[src/rtl/wh_pkg.sv]
package wh_pkg;

  localparam int NPORT    = 2;
  localparam int BYTE_W   = 8;
  localparam int FLIT_W   = BYTE_W + 1;
  localparam int MARK_POS = BYTE_W;

  typedef logic [FLIT_W-1:0] flit_t;

  typedef enum logic [1:0] {
    RX_HEAD  = 2'd0,
    RX_COUNT = 2'd1,
    RX_BODY  = 2'd2
  } rx_phase_e;

  // header marker
  function automatic logic is_marked(input flit_t f);
    return f[MARK_POS];
  endfunction

  // output selected by one destination bit
  function automatic logic pick_port(input logic [BYTE_W-1:0] addr,
                                     input logic [2:0] idx);
    return addr[idx];
  endfunction

  // payload count limited to the largest legal message
  function automatic logic [BYTE_W-1:0] clamp_count(input logic [BYTE_W-1:0] raw,
                                                    input logic [BYTE_W-1:0] cap);
    return (raw > cap) ? cap : raw;
  endfunction

endpackage

[src/rtl/wh_fifo.sv]
module wh_fifo
  import wh_pkg::*;
#(
  parameter int DEPTH = 8
) (
  input  logic  clk,
  input  logic  rst_n,
  input  logic  push_valid,
  input  flit_t push_flit,
  output logic  push_ready,
  input  logic  pop,
  output logic  head_valid,
  output flit_t head_flit
);

  localparam int AW = (DEPTH > 1) ? $clog2(DEPTH) : 1;
  localparam int CW = $clog2(DEPTH + 1);

  flit_t          mem [DEPTH];
  logic [AW-1:0]  wp;
  logic [AW-1:0]  rp;
  logic [CW-1:0]  fill;
  logic           do_push;

  function automatic logic [AW-1:0] step(input logic [AW-1:0] p);
    return (p == AW'(DEPTH - 1)) ? '0 : p + 1'b1;
  endfunction

  assign push_ready = (fill != CW'(DEPTH));
  assign do_push    = push_valid && push_ready;
  assign head_valid = (fill != '0);
  assign head_flit  = mem[rp];

  always_ff @(posedge clk) begin
    if (!rst_n) begin
      wp   <= '0;
      rp   <= '0;
      fill <= '0;
    end else begin
      if (do_push) wp <= step(wp);
      if (pop)     rp <= step(rp);
      case ({do_push, pop})
        2'b10:   fill <= fill + 1'b1;
        2'b01:   fill <= fill - 1'b1;
        default: fill <= fill;
      endcase
    end
  end

  always_ff @(posedge clk) begin
    if (do_push) mem[wp] <= push_flit;
  end


  no_underflow_chk: assert property (@(posedge clk) disable iff (!rst_n)
    pop |-> head_valid);


  no_overflow_chk: assert property (@(posedge clk) disable iff (!rst_n)
    (!push_ready && !pop) |=> !push_ready);

endmodule

[src/rtl/wh_rx_track.sv]
module wh_rx_track
  import wh_pkg::*;
#(
  parameter int ROUTE_BIT   = 0,
  parameter int MAX_PAYLOAD = 128
) (
  input  logic  clk,
  input  logic  rst_n,
  input  logic  head_valid,
  input  flit_t head_flit,
  input  logic  pop,
  output logic  want,
  output logic  want_port,
  output logic  discard,
  output logic  at_header,
  output logic  at_tail
);

  localparam logic [2:0]        RB  = 3'(ROUTE_BIT);
  localparam logic [BYTE_W-1:0] CAP = BYTE_W'(MAX_PAYLOAD);

  rx_phase_e          phase;
  logic [BYTE_W-1:0]  left;
  logic [BYTE_W-1:0]  head_byte;
  logic [BYTE_W-1:0]  body_len;

  assign head_byte = head_flit[BYTE_W-1:0];
  assign body_len  = clamp_count(head_byte, CAP);
  assign at_header = head_valid && (phase == RX_HEAD) && is_marked(head_flit);
  assign discard   = head_valid && (phase == RX_HEAD) && !is_marked(head_flit);
  assign want      = at_header;
  assign want_port = pick_port(head_byte, RB);
  assign at_tail   = head_valid &&
                     (((phase == RX_COUNT) && (body_len == '0)) ||
                      ((phase == RX_BODY) && (left == BYTE_W'(1))));

  always_ff @(posedge clk) begin
    if (!rst_n) begin
      phase <= RX_HEAD;
      left  <= '0;
    end else if (pop) begin
      case (phase)
        RX_HEAD: begin
          if (is_marked(head_flit)) phase <= RX_COUNT;
        end
        RX_COUNT: begin
          left  <= body_len;
          phase <= (body_len == '0) ? RX_HEAD : RX_BODY;
        end
        RX_BODY: begin
          left <= left - 1'b1;
          if (left == BYTE_W'(1)) phase <= RX_HEAD;
        end
        default: phase <= RX_HEAD;
      endcase
    end
  end


  body_nonzero_chk: assert property (@(posedge clk) disable iff (!rst_n)
    (phase == RX_BODY) |-> (left != '0));


  discard_stays_chk: assert property (@(posedge clk) disable iff (!rst_n)
    (pop && discard) |=> (phase == RX_HEAD));

endmodule

[src/rtl/wh_out_alloc.sv]
module wh_out_alloc (
  input  logic       clk,
  input  logic       rst_n,
  input  logic [1:0] req,
  input  logic       tail_xfer,
  output logic       bound,
  output logic       owner
);

  logic       last_q;
  logic       win;
  logic [1:0] grant;

  always_comb begin
    win   = (req == 2'b11) ? ~last_q : req[1];
    grant = 2'b00;
    if (!bound && (req != 2'b00)) grant[win] = 1'b1;
  end

  always_ff @(posedge clk) begin
    if (!rst_n) begin
      bound  <= 1'b0;
      owner  <= 1'b0;
      last_q <= 1'b1;
    end else if (grant != 2'b00) begin
      bound  <= 1'b1;
      owner  <= win;
      last_q <= win;
    end else if (tail_xfer) begin
      bound <= 1'b0;
    end
  end


  release_chk: assert property (@(posedge clk) disable iff (!rst_n)
    tail_xfer |=> !bound);


  bind_hold_chk: assert property (@(posedge clk) disable iff (!rst_n)
    (bound && !tail_xfer) |=> (bound && $stable(owner)));


  contest_turn_chk: assert property (@(posedge clk) disable iff (!rst_n)
    (!bound && (req == 2'b11)) |=> (bound && (owner != $past(last_q))));

endmodule

[src/rtl/wh_switch2x2.sv]
module wh_switch2x2
  import wh_pkg::*;
#(
  parameter int ROUTE_BIT   = 0,
  parameter int FIFO_DEPTH  = 8,
  parameter int MAX_PAYLOAD = 128
) (
  input  logic                          clk,
  input  logic                          rst_n,
  input  logic [NPORT-1:0]              in_valid,
  input  logic [NPORT-1:0][FLIT_W-1:0]  in_flit,
  output logic [NPORT-1:0]              in_ready,
  output logic [NPORT-1:0]              out_valid,
  output logic [NPORT-1:0][FLIT_W-1:0]  out_flit,
  input  logic [NPORT-1:0]              out_ready
);

  localparam int RB = ROUTE_BIT;

  flit_t                       hd_flit [NPORT];
  logic [NPORT-1:0]            hd_valid;
  logic [NPORT-1:0]            pop;
  logic [NPORT-1:0]            want;
  logic [NPORT-1:0]            want_port;
  logic [NPORT-1:0]            discard;
  logic [NPORT-1:0]            at_header;
  logic [NPORT-1:0]            at_tail;
  logic [NPORT-1:0]            bound;
  logic [NPORT-1:0]            owner;
  logic [NPORT-1:0]            tail_xfer;
  logic [NPORT-1:0]            linked;
  logic [NPORT-1:0]            link_port;
  logic [NPORT-1:0][NPORT-1:0] req;

  // which output, if any, each input currently owns
  always_comb begin
    for (int i = 0; i < NPORT; i++) begin
      linked[i]    = 1'b0;
      link_port[i] = 1'b0;
      for (int o = 0; o < NPORT; o++) begin
        if (bound[o] && (owner[o] == 1'(i))) begin
          linked[i]    = 1'b1;
          link_port[i] = 1'(o);
        end
      end
    end
  end

  always_comb begin
    for (int o = 0; o < NPORT; o++) begin
      for (int i = 0; i < NPORT; i++) begin
        req[o][i] = want[i] && (want_port[i] == 1'(o)) && !linked[i];
      end
    end
  end

  genvar g;
  for (g = 0; g < NPORT; g++) begin : g_lane

    wh_fifo #(.DEPTH(FIFO_DEPTH)) i_fifo (
      .clk        (clk),
      .rst_n      (rst_n),
      .push_valid (in_valid[g]),
      .push_flit  (in_flit[g]),
      .push_ready (in_ready[g]),
      .pop        (pop[g]),
      .head_valid (hd_valid[g]),
      .head_flit  (hd_flit[g])
    );

    wh_rx_track #(.ROUTE_BIT(ROUTE_BIT), .MAX_PAYLOAD(MAX_PAYLOAD)) i_track (
      .clk        (clk),
      .rst_n      (rst_n),
      .head_valid (hd_valid[g]),
      .head_flit  (hd_flit[g]),
      .pop        (pop[g]),
      .want       (want[g]),
      .want_port  (want_port[g]),
      .discard    (discard[g]),
      .at_header  (at_header[g]),
      .at_tail    (at_tail[g])
    );

    wh_out_alloc i_alloc (
      .clk       (clk),
      .rst_n     (rst_n),
      .req       (req[g]),
      .tail_xfer (tail_xfer[g]),
      .bound     (bound[g]),
      .owner     (owner[g])
    );

    assign out_valid[g] = bound[g] && hd_valid[owner[g]];
    assign out_flit[g]  = hd_flit[owner[g]];
    assign tail_xfer[g] = out_valid[g] && out_ready[g] && at_tail[owner[g]];
    assign pop[g]       = (linked[g] && hd_valid[g] && out_ready[link_port[g]]) ||
                          discard[g];


    out_hold_chk: assert property (@(posedge clk) disable iff (!rst_n)
      (out_valid[g] && !out_ready[g]) |=> (out_valid[g] && $stable(out_flit[g])));


    route_bit_chk: assert property (@(posedge clk) disable iff (!rst_n)
      (out_valid[g] && at_header[owner[g]]) |-> (out_flit[g][RB] == 1'(g)));

  end

endmodule

[config.mk]
export PLATFORM = sky130hd
export DESIGN_NAME = wh_switch2x2
export DESIGN_NICKNAME = d
export VERILOG_FILES = /design/src/rtl/wh_pkg.sv /design/src/rtl/wh_fifo.sv /design/src/rtl/wh_rx_track.sv /design/src/rtl/wh_out_alloc.sv /design/src/rtl/wh_switch2x2.sv
export SDC_FILE = /design/constraint.sdc
export NUM_CORES = 1
export LEC_CHECK = 0
export BUFFER_PORTS_ARGS = -buffer_cell sky130_fd_sc_hd__buf_2
export CAP_MARGIN = 5
export CORE_MARGIN = 1.5
export CORE_UTILIZATION = 40
export CTS_CLUSTER_SIZE = 10
export DETAILED_ROUTE_END_ITERATION = 10
export PLACE_DENSITY_LB_ADDON = 0.05
export SYNTH_ARGS = -nofsm -noshare
export SYNTH_HDL_FRONTEND = slang
export SYNTH_SLANG_ARGS = --single-unit
[constraint.sdc]
create_clock -name clk -period 3.6 [get_ports clk]
set_input_delay 0.36 -clock clk [delete_from_list [all_inputs] [get_ports clk]]
set_output_delay 0.36 -clock clk [all_outputs]
set_load 0.01 [all_outputs]
==> run summary <==
Bufs and invs on worst path: 2
Maximum VDD drop: 0.309 mV
Number of global-route vias before repair: 5361
Post-synth EDFFs: 144
Post-synthesis area per instance: 13.2 um^2
Final setup TNS: 0 ns
Async set-or-reset flop fraction in the synthesized netlist: 0%
Die width: 151 um
CTS buffer count: 17
Worst path top cell family by delay: multiplexers
Die area: 22900 um^2
Post-synthesis register bit count: 196
DP Worst Slack: 0.405 ns
Setup Crit Path Kind: flip-flop to flip-flop
Port buffer count: 45
Clk root buf: clkbuf_16
Peak Freq: 313 MHz
Commonest cells after routing, fill and taps aside: 144 x edfxtp_1, 54 x nor2_1, 52 x dfxtp_1
CTS H-tree depth: 4
Synthesized instance count: 668
Critical path endpoint category: flip-flop
DR vias/cell: 5.47
HP Start: in_flit[4]
Total Routing Usage GR: 18.4%
RSZ-0062 raised after global routing: no
Fill cell count: 1907
P per Cell Area: 698 nW/um^2
Global-route wire length before repair: 31000 um
Number of setup violations in the final report: 0
Io pins: 46
Leak Pwr: 0.00356 uW
CTS Hold Buffers Added: 0
Synthesis-to-finish area growth: 14.5%
WL final: 19900 um
Routed vias: 5604
Final core occ: 46.5%
Top_reg_cell synth: edfxtp_1
Wire per inst: 19.4 um
DRC viols: 0
Final WS setup: 0.405 ns
Cells along the critical path: mux4_2 > mux2i_2 > buf_4 > nand2_1 > a21oi_2 > buf_4 > ha_1 > ha_1 > a21o_1 > a21oi_1 > xnor2_1 > or3_1 > a21oi_1
Tcrit/Tclk final: 88.8%
Worst Path Arrival: 3.56 ns
Count of max-cap constraint violations: 0
Final hold violation count: 0
DR pass1 iterations: 5
Worst Tran Pin Value: 1.05 ns
Final slew viol count: 0
CTS clk-pin slew, worst paths: 0.08 ns
Die Y: 151 um
Post-CTS Setup Bufs: 0
Sw Share: 35.0%
Largest net degree at the start of global routing: 26
Maximum clock path buffer count: 2
Clk sinks: 196
P_sw: 2470 uW
WP data required: 3.96 ns
Share of cells above drive strength 1: 20.0%
N_diodes: 0
Slew HR: 29.6%
Status: finished, final reports clean
Hold slack: 0.192 ns
Min Clock Period, post-route: 3.20 ns
Power Total: 7040 uW
Grt ovf: 0
Row count: 54
Post_cts resized: 0
Sequential share of power: 39.8%
Clock latency on the worst-skew pair: 0.43 ns
Internal power: 4580 uW
DRT iter0 DRCs: 311
CP Max Fanout: 9
Worst path max stage delay: 0.56 ns
Skew final: 0.0117 ns
Synth Warn #: 0
Post-DP HPWL: 13800 um
Setup crit start kind: flip-flop
Most common cell after layout, fill and taps aside: edfxtp_1
Total core area: 21700 um^2
Clock power share: 26.9%
Worst Hold Class: input pin to flip-flop
Syn Std Cell Area: 8810 um^2
GP Congestion: 0.808
Initial core utilization: 40.6%
CP max-delay cell: mux4_2
Post-synthesis cell type count: 63
Initial antenna violation count: 1
Post-synthesis sequential area ratio: 60.9%
Fin nets: 782
TritonCTS clock tree: built
Syn_nets: 718
Gate power share: 33.3%
Post-route ant nets: 0
metal layers:
layer | routed length [um] | share of wire, % | track usage [%] | up-vias
li1 | - | - | - | 2672
met1 | 9620 | 48 | 26.3 | 2789
met2 | 9240 | 46 | 28.3 | 121
met3 | 759 | 3.8 | 3.55 | 20
met4 | 274 | 1.4 | 5.44 | 2
met5 | 11 | 0.055 | 0 | -
layout make-up:
class                   instances  area, um^2  area share [%]
clock buffers                  18         429            4.25
well taps                     280         350            3.47
flip-flops and latches        196        5370            53.2
repair buffers                 77         465            4.61
clock inverters                14         173            1.71
multi-input cells             416        3220            31.9
inverters                      24        90.1           0.893
per-stage QoR:
| stage | area (um^2) | instances |
|---|---|---|
| floorplan | 8810 | 668 |
| global route | 10100 | 1025 |
| detailed placement | 9490 | 993 |
| CTS | 10100 | 1025 |
| global placement | 9490 | 993 |
| finish | 10100 | 1025 |
cell usage after synthesis, types with 3 or more instances:
| master | count | area (um^2) |
|---|---|---|
| ha_1 | 24 | 300 |
| buf_1 | 5 | 18.8 |
| nor2b_1 | 5 | 31.3 |
| o22ai_1 | 5 | 31.3 |
| o211ai_1 | 3 | 22.5 |
| nand2_1 | 48 | 180 |
| xor2_1 | 4 | 35.0 |
| edfxtp_1 | 144 | 4320 |
| and3_1 | 4 | 25.0 |
| o32ai_1 | 6 | 52.6 |
| a21oi_1 | 42 | 210 |
| a31oi_1 | 9 | 56.3 |
| o21ai_0 | 21 | 105 |
| nor3b_1 | 5 | 37.5 |
| nor3_1 | 28 | 140 |
| o21a_1 | 3 | 22.5 |
| dfxtp_1 | 52 | 1040 |
| nand3_1 | 15 | 75.1 |
| mux2i_1 | 43 | 430 |
| inv_1 | 23 | 86.3 |
| clkbuf_1 | 18 | 67.6 |
| mux4_2 | 19 | 428 |
| a211oi_1 | 5 | 37.5 |
| nor2_1 | 54 | 203 |
| mux4_1 | 8 | 210 |
| or3_1 | 5 | 31.3 |
| nand2b_1 | 8 | 50.1 |
| buf_2 | 5 | 25.0 |
| nand4_1 | 3 | 18.8 |
| mux2_2 | 8 | 90.1 |
| nor4_1 | 5 | 31.3 |
cell families (layout without fill, tap and decap cells):
family / count (synthesis) / count (layout) / synth area share, %
AND/OR/NAND/NOR: 194 / 194 / 10.6
buffers and inverters: 56 / 133 / 2.81
multiplexers: 79 / 79 / 13.3
flip-flops: 196 / 196 / 60.9
AO/OA/AOI/OAI: 111 / 111 / 7.89
XOR/XNOR: 6 / 6 / 0.596
adder cells (fa/ha/maj): 26 / 26 / 3.86
registers in the layout (all words and copies together) (netlist names), named ones only:
register	count
g_lane.i_fifo.mem	144
g_lane.i_track.left	16
g_lane.i_fifo.fill	8
g_lane.i_fifo.rp	6
g_lane.i_fifo.wp	6
g_lane.i_track.phase	4
g_lane.i_alloc.bound	2
g_lane.i_alloc.last_q	2
g_lane.i_alloc.owner	2
power by group through the flow:
stage                     clock network [uW]  logic, uW  registers [uW]
after floorplan                            0       1670            2760
after global placement                     0       2330            2840
after detailed placement                   0       2360            2850
after CTS                               1950       2370            2800
after global routing                    2030       2610            2830
final                                   1890       2350            2800
worst paths after layout:
path                                     end  slack, ns  cells after the start
setup / recovery    g_lane[1].i_fifo.fill[3]       0.40                     13
hold / removal    g_lane[0].i_fifo.mem[5][4]       0.19                      1
setup reg to reg    g_lane[1].i_fifo.fill[3]       0.40                     13
hold reg to reg    g_lane[0].i_track.left[6]       0.47                      2
No activity file was read; power rests on OpenSTA's default activity.
